### src/rtl/capw_pkg.sv
package capw_pkg;
  localparam int unsigned OFF_W  = 12;
  localparam int unsigned DATA_W = 32;
  localparam int unsigned ID_W   = 16;

  localparam logic [OFF_W-1:0] STATUS_OFF   = 12'h004;
  localparam logic [OFF_W-1:0] HEAD_OFF     = 12'h034;
  localparam logic [OFF_W-1:0] EXT_BASE_OFF = 12'h100;
  localparam int unsigned      PRESENT_BIT  = 20;

  typedef enum logic [1:0] {ST_IDLE, ST_REQ, ST_RSP} walk_state_e;
  typedef enum logic [1:0] {PH_STATUS, PH_HEAD, PH_ENTRY} walk_phase_e;

  typedef struct packed {
    logic             hit;
    logic             blank;
    logic [OFF_W-1:0] next;
  } entry_view_t;
endpackage

### src/rtl/capw_entry_decode.sv
module capw_entry_decode
  import capw_pkg::*;
#(
  parameter int unsigned DW = DATA_W,
  parameter int unsigned IW = ID_W,
  parameter int unsigned AW = OFF_W
) (
  input  logic          ext,
  input  logic [DW-1:0] data,
  input  logic [IW-1:0] target,
  output entry_view_t   view
);
  localparam int unsigned SHORT_ID_W = 8;
  localparam int unsigned SHORT_NX_LO = 8;
  localparam int unsigned LONG_NX_LO  = DW - AW;

  logic          short_hit, long_hit;
  logic [AW-1:0] short_next, long_next;

  assign short_hit  = data[SHORT_ID_W-1:0] == target[SHORT_ID_W-1:0];
  assign long_hit   = data[IW-1:0] == target;
  assign short_next = {{(AW-SHORT_ID_W){1'b0}},
                       data[SHORT_NX_LO+SHORT_ID_W-1:SHORT_NX_LO+2], 2'b00};
  assign long_next  = {data[DW-1:LONG_NX_LO+2], 2'b00};

  always_comb begin
    view.blank = (data == '0);
    view.hit   = ext ? long_hit  : short_hit;
    view.next  = ext ? long_next : short_next;
  end
endmodule

### src/rtl/capw_hop_ctr.sv
module capw_hop_ctr #(
  parameter int unsigned STD_HOPS = 48,
  parameter int unsigned EXT_HOPS = 960
) (
  input  logic clk,
  input  logic rst_n,
  input  logic clear,
  input  logic ext,
  input  logic step,
  output logic last
);
  localparam int unsigned MAXH = (STD_HOPS > EXT_HOPS) ? STD_HOPS : EXT_HOPS;
  localparam int unsigned CW   = $clog2(MAXH + 1);

  logic [CW-1:0] cnt;
  logic [CW-1:0] limit;

  assign limit = ext ? CW'(EXT_HOPS) : CW'(STD_HOPS);
  assign last  = (cnt == limit - CW'(1));

  always_ff @(posedge clk or negedge rst_n) begin
    if (!rst_n)      cnt <= '0;
    else if (clear)  cnt <= '0;
    else if (step)   cnt <= cnt + CW'(1);
  end


  hop_bound_chk: assert property (@(posedge clk) disable iff (!rst_n)
    cnt < limit);
endmodule

### src/rtl/cap_walker.sv
module cap_walker
  import capw_pkg::*;
#(
  parameter int unsigned STD_HOPS = 48,
  parameter int unsigned EXT_HOPS = 960
) (
  input  logic              clk,
  input  logic              rst_n,
  input  logic              start,
  input  logic              ext_mode,
  input  logic [ID_W-1:0]   target_id,
  output logic              rd_req_valid,
  input  logic              rd_req_ready,
  output logic [OFF_W-1:0]  rd_req_addr,
  input  logic              rd_rsp_valid,
  output logic              rd_rsp_ready,
  input  logic [DATA_W-1:0] rd_rsp_data,
  output logic              busy,
  output logic              done,
  output logic              found,
  output logic              hop_err,
  output logic [OFF_W-1:0]  match_off
);
  walk_state_e      state;
  walk_phase_e      phase;
  logic             ext_q;
  logic [ID_W-1:0]  tgt_q;
  logic [OFF_W-1:0] addr_q;
  logic             done_q, found_q, err_q;
  logic [OFF_W-1:0] off_q;
  entry_view_t      view;
  logic             rsp_take, accept_start, hop_step, hop_last;
  logic [OFF_W-1:0] head_ptr;

  assign rsp_take     = (state == ST_RSP) && rd_rsp_valid;
  assign accept_start = (state == ST_IDLE) && start;
  assign head_ptr     = {{(OFF_W-8){1'b0}}, rd_rsp_data[7:2], 2'b00};
  assign hop_step     = rsp_take && (phase == PH_ENTRY) && !view.hit &&
                        (view.next != '0) && !hop_last &&
                        !(ext_q && addr_q == EXT_BASE_OFF && view.blank);

  capw_entry_decode u_dec (
    .ext    (ext_q),
    .data   (rd_rsp_data),
    .target (tgt_q),
    .view   (view)
  );

  capw_hop_ctr #(.STD_HOPS(STD_HOPS), .EXT_HOPS(EXT_HOPS)) u_hops (
    .clk   (clk),
    .rst_n (rst_n),
    .clear (accept_start),
    .ext   (ext_q),
    .step  (hop_step),
    .last  (hop_last)
  );

  always_ff @(posedge clk or negedge rst_n) begin
    if (!rst_n) begin
      state   <= ST_IDLE;
      phase   <= PH_STATUS;
      ext_q   <= 1'b0;
      tgt_q   <= '0;
      addr_q  <= '0;
      done_q  <= 1'b0;
      found_q <= 1'b0;
      err_q   <= 1'b0;
      off_q   <= '0;
    end else begin
      done_q <= 1'b0;
      unique case (state)
        ST_IDLE: if (start) begin
          ext_q   <= ext_mode;
          tgt_q   <= target_id;
          found_q <= 1'b0;
          err_q   <= 1'b0;
          off_q   <= '0;
          phase   <= ext_mode ? PH_ENTRY : PH_STATUS;
          addr_q  <= ext_mode ? EXT_BASE_OFF : STATUS_OFF;
          state   <= ST_REQ;
        end
        ST_REQ: if (rd_req_ready) state <= ST_RSP;
        ST_RSP: if (rd_rsp_valid) begin
          state <= ST_REQ;
          unique case (phase)
            PH_STATUS: begin
              if (!rd_rsp_data[PRESENT_BIT]) begin
                state  <= ST_IDLE;
                done_q <= 1'b1;
              end else begin
                phase  <= PH_HEAD;
                addr_q <= HEAD_OFF;
              end
            end
            PH_HEAD: begin
              if (head_ptr == '0) begin
                state  <= ST_IDLE;
                done_q <= 1'b1;
              end else begin
                phase  <= PH_ENTRY;
                addr_q <= head_ptr;
              end
            end
            default: begin
              if (ext_q && addr_q == EXT_BASE_OFF && view.blank) begin
                state  <= ST_IDLE;
                done_q <= 1'b1;
              end else if (view.hit) begin
                state   <= ST_IDLE;
                done_q  <= 1'b1;
                found_q <= 1'b1;
                off_q   <= addr_q;
              end else if (view.next == '0) begin
                state  <= ST_IDLE;
                done_q <= 1'b1;
              end else if (hop_last) begin
                state  <= ST_IDLE;
                done_q <= 1'b1;
                err_q  <= 1'b1;
              end else begin
                addr_q <= view.next;
              end
            end
          endcase
        end
        default: state <= ST_IDLE;
      endcase
    end
  end

  assign rd_req_valid = (state == ST_REQ);
  assign rd_rsp_ready = (state == ST_RSP);
  assign rd_req_addr  = addr_q;
  assign busy         = (state != ST_IDLE);
  assign done         = done_q;
  assign found        = found_q;
  assign hop_err      = err_q;
  assign match_off    = off_q;


  req_hold_chk: assert property (@(posedge clk) disable iff (!rst_n)
    rd_req_valid && !rd_req_ready |=> rd_req_valid && $stable(rd_req_addr));

  one_in_flight_chk: assert property (@(posedge clk) disable iff (!rst_n)
    rd_req_valid && rd_req_ready |=> !rd_req_valid);

  done_pulse_chk: assert property (@(posedge clk) disable iff (!rst_n)
    done |=> !done);

  verdict_excl_chk: assert property (@(posedge clk) disable iff (!rst_n)
    done |-> !(found && hop_err));

  aligned_req_chk: assert property (@(posedge clk) disable iff (!rst_n)
    rd_req_valid |-> rd_req_addr[1:0] == 2'b00);

  verdict_hold_chk: assert property (@(posedge clk) disable iff (!rst_n)
    !busy && !start && !done |=> $stable(found) && $stable(hop_err) && $stable(match_off));
endmodule

### config.mk
export PLATFORM = sky130hd
export DESIGN_NAME = cap_walker
export DESIGN_NICKNAME = d
export VERILOG_FILES = /design/src/rtl/capw_pkg.sv /design/src/rtl/capw_entry_decode.sv /design/src/rtl/capw_hop_ctr.sv /design/src/rtl/cap_walker.sv
export SDC_FILE = /design/constraint.sdc
export NUM_CORES = 1
export LEC_CHECK = 0
export ABC_AREA = 1
export CORE_ASPECT_RATIO = 1.25
export CORE_MARGIN = 5
export CORE_UTILIZATION = 30
export CTS_CLUSTER_SIZE = 25
export DETAILED_ROUTE_END_ITERATION = 8
export SYNTH_ARGS = -nofsm -noshare
export SYNTH_HDL_FRONTEND = slang
export SYNTH_HIERARCHICAL = 1
export SYNTH_SLANG_ARGS = --single-unit
export TNS_END_PERCENT = 50
### constraint.sdc
create_clock -name clk -period 2.6 [get_ports clk]
set_clock_uncertainty 0.1 [all_clocks]
set_input_delay 0.39 -clock clk [delete_from_list [all_inputs] [get_ports clk]]
set_output_delay 0.39 -clock clk [all_outputs]
set_load 0.01 [all_outputs]
==> qor.yml <==
routing:
  vias: 3277
  dr.first_iter.drc_count: 109
  drtPass1Iterations: 4
  ant_nets: 0
  routed_via_density: 4.60
  wl_per_cell_um: 13.6
  wl_um: 9660
  drcViolationCount: 0
floorplan:
  pin_count: 84
  rows: 44
  die_h_um: 130
  core_um2: 11500
  die_x_um: 106
  start_util_pct: 30.2
  dieArea_um2: 13800
setup_path:
  crit_required_ps: 2720
  slowest_delay_ps: 450
  endpoint_kind: "flip-flop"
  worstPathArrival_ps: 2500
  cp_slowest_cell: "clkdlybuf4s50_1"
  cp_num_buf_inv: 2
  crit_fanout: 5
  critPathLaunchType: "input pin"
  cp_top_family: "simple AND/OR/NAND/NOR gates"
  path_cells: "clkdlybuf4s50_1 -> nor2_2 -> nand4_1 -> nand3b_1 -> nor2_2 -> nand2_1 -> inv_1 -> nand2_1 -> nor2_1 -> nand2_1 -> nand3_1 -> nor2_1 -> nor2_4 -> nor3_2 -> a21oi_1 -> nor2_1"
  path_class: "in2reg"
power:
  powerDensity_nw_per_um2: 872
  irDropWorstVdd_mv: 0.381
  p_leak_uw: 0.00243
outcome:
  status: "completed"
timing:
  timing.final.ws_setup_ps: 220
  worstMarginPinSlew_ps: 860
  finalCritPeriodShare_pct: 91.5
  fmaxAchievable_mhz: 420
  rsz0062_at_grt: "no"
  drv_slew: 0
  setup_viol: 0
  hold_violations: 0
  timing.hold.ws_ps: 77.3
  slew_headroom_pct: 42.6
  layout_min_cycle_time_ps: 2380
synthesis:
  synth_seq_cells: 58
  yosys-top-cells-area: "dfrtp_1 (42%), nand2_1 (18%), nor2_1 (6.4%)"
  yosysMostFrequentCell: "nand2_1"
  netlist_top_cells_count: "nand2_1 (164), nor2_1 (59), dfrtp_1 (58), inv_1 (39)"
  yosysSeqAreaShare_pct: 41.8
  synth_cell_type_count: 40
  syn_area_per_cell_um2: 7.57
  synth_area_um2: 3470
  yosysWarnings: 6
  synthCells: 459
  synth-edff-count: 0
  yosys.area.top_type: "dfrtp_1"
  ys.flop_type: "dfrtp_1"
  async_flop_share_pct: 100
  synth.top_cell.area_share_pct: 41.8
clock_tree:
  clock_sinks: 58
  holdBufCountCts: 0
  cts_tree: "built"
  cts_made_buffers: 9
  clk_latency_ps: 330
  cts.clk_slew.worst_paths_ps: 50
  htreeDepth: 3
  cts-root-buf: "clkbuf_16"
  clock_path_buffers: 2
placement:
  place_area_um2: 4600
  place_ws_ps: -275
  port_buffers: 83
  globalplace.congestion: 0.874
  dp_hpwl_um: 7720
final_layout:
  fin_nets: 625
  num_antenna_cells: 0
  multiInputGateArea_um2: 1800
  nFillCells: 1147
  regArea_um2: 1450
  final_area_um2: 4960
  drive_gt1_share_pct: 15.3
  syn_to_final_growth_pct: 42.8
grt:
  antenna_found_initial: 1
  grt_pass1_wl_um: 16600
  grt_pass1_vias: 3521
  overflow: 0
  grt_use_total_pct: 15.1
  grt_max_degree: 38
job:
  cap_violations: 0
hold_path:
  hold_class: "in2async"
-- cell families after synthesis --
| group | synth area share (%) |
|---|---|
| AND/OR/NAND/NOR | 39.3 |
| flip-flops | 41.8 |
| buffers and inverters | 7.49 |
| AO/OA/AOI/OAI | 7.49 |
| XOR/XNOR | 3.53 |
| adder cells (fa/ha/maj) | 0.360 |
| other | 0.108 |
-- worst register-to-register path, delay by kind of cell, from the launching register on --
kind | cells | cell delay [ps]
AND/OR/NAND/NOR | 9 | 1240
adder cells (fa/ha/maj) | 1 | 190
flip-flops | 1 | 400
buffers and inverters | 1 | 60
AO/OA/AOI/OAI | 1 | 150
-- cells in the final DEF, fill, tap and decap left out, drive strengths merged, types with 6 or more instances in the layout --
cell and n:
a21oi 9, buf 29, clkbuf 11, clkdlybuf4s50 76
dfrtp 58, dlymetal6s2s 6, inv 41, nand2 171
nand3 25, nand4 11, nor2 66, nor3 7
o21ai 25, xnor2 14
-- registers in the layout, indices dropped and copies added, names as in the netlist --
signal	flops
tgt_q	16
match_off	12
rd_req_addr	12
u_hops/cnt	10
phase	2
state	2
done	1
ext_q	1
found	1
hop_err	1
-- what timing repair did --
item | 4_1_cts | 5_1_grt
endpoints found under the setup margin | 0 | 8
endpoints found under the hold margin | 0 | 0
gates resized for setup | 0 | 16
setup buffers | 0 | 1
-- final timing paths --
path                                 from  cells past startpoint  slack (ps)              to
max                        rd_rsp_data[8]                     16         220   u_hops/cnt[6]
min                                 rst_n                      1          80        tgt_q[1]
max reg2reg                 u_hops/cnt[0]                     12         350   u_hops/cnt[6]
min reg2reg                  match_off[5]                      2         390    match_off[5]
max in group asynchronous           rst_n                      2        1630  rd_req_addr[4]
min in group clk             match_off[5]                      2         390    match_off[5]
-- cell type report --
class                      count  share of cell area [%]
tap                          138                    3.48
timing repair buffer         111                    21.4
multi-input combinational    347                    36.4
sequential                    58                    29.3
inverter                      43                    3.30
clock inverter                 5                    1.06
clock buffer                  11                    5.09
-- layer usage --
layer | wire length (um) | global-route usage, %
met2 | 4860 | 26.9
met4 | 255 | 6.48
met5 | 11 | 0
met1 | 4010 | 16.8
met3 | 519 | 4.60
-- power by group --
group	leakage [uW]	switching [uW]	internal (uW)
Clock	0.000151	408	787
Sequential	0.000771	244	1140
Combinational	0.00150	984	765
Total	0.00243	1640	2690
-- stage by stage --
step / cells / total power [uW] / TNS, ps / util [%]
after floorplan: 460 / 2510 / 0 / -
after global placement: 697 / 3110 / -3820 / 40.0
after detailed placement: 697 / 3160 / -3330 / 40.0
after CTS: 713 / 4380 / 0 / 42.7
after global routing: 713 / 4680 / 0 / 43.1
final: 713 / 4330 / 0 / 43.1
Note: power is estimated with default switching activity, not from simulation.
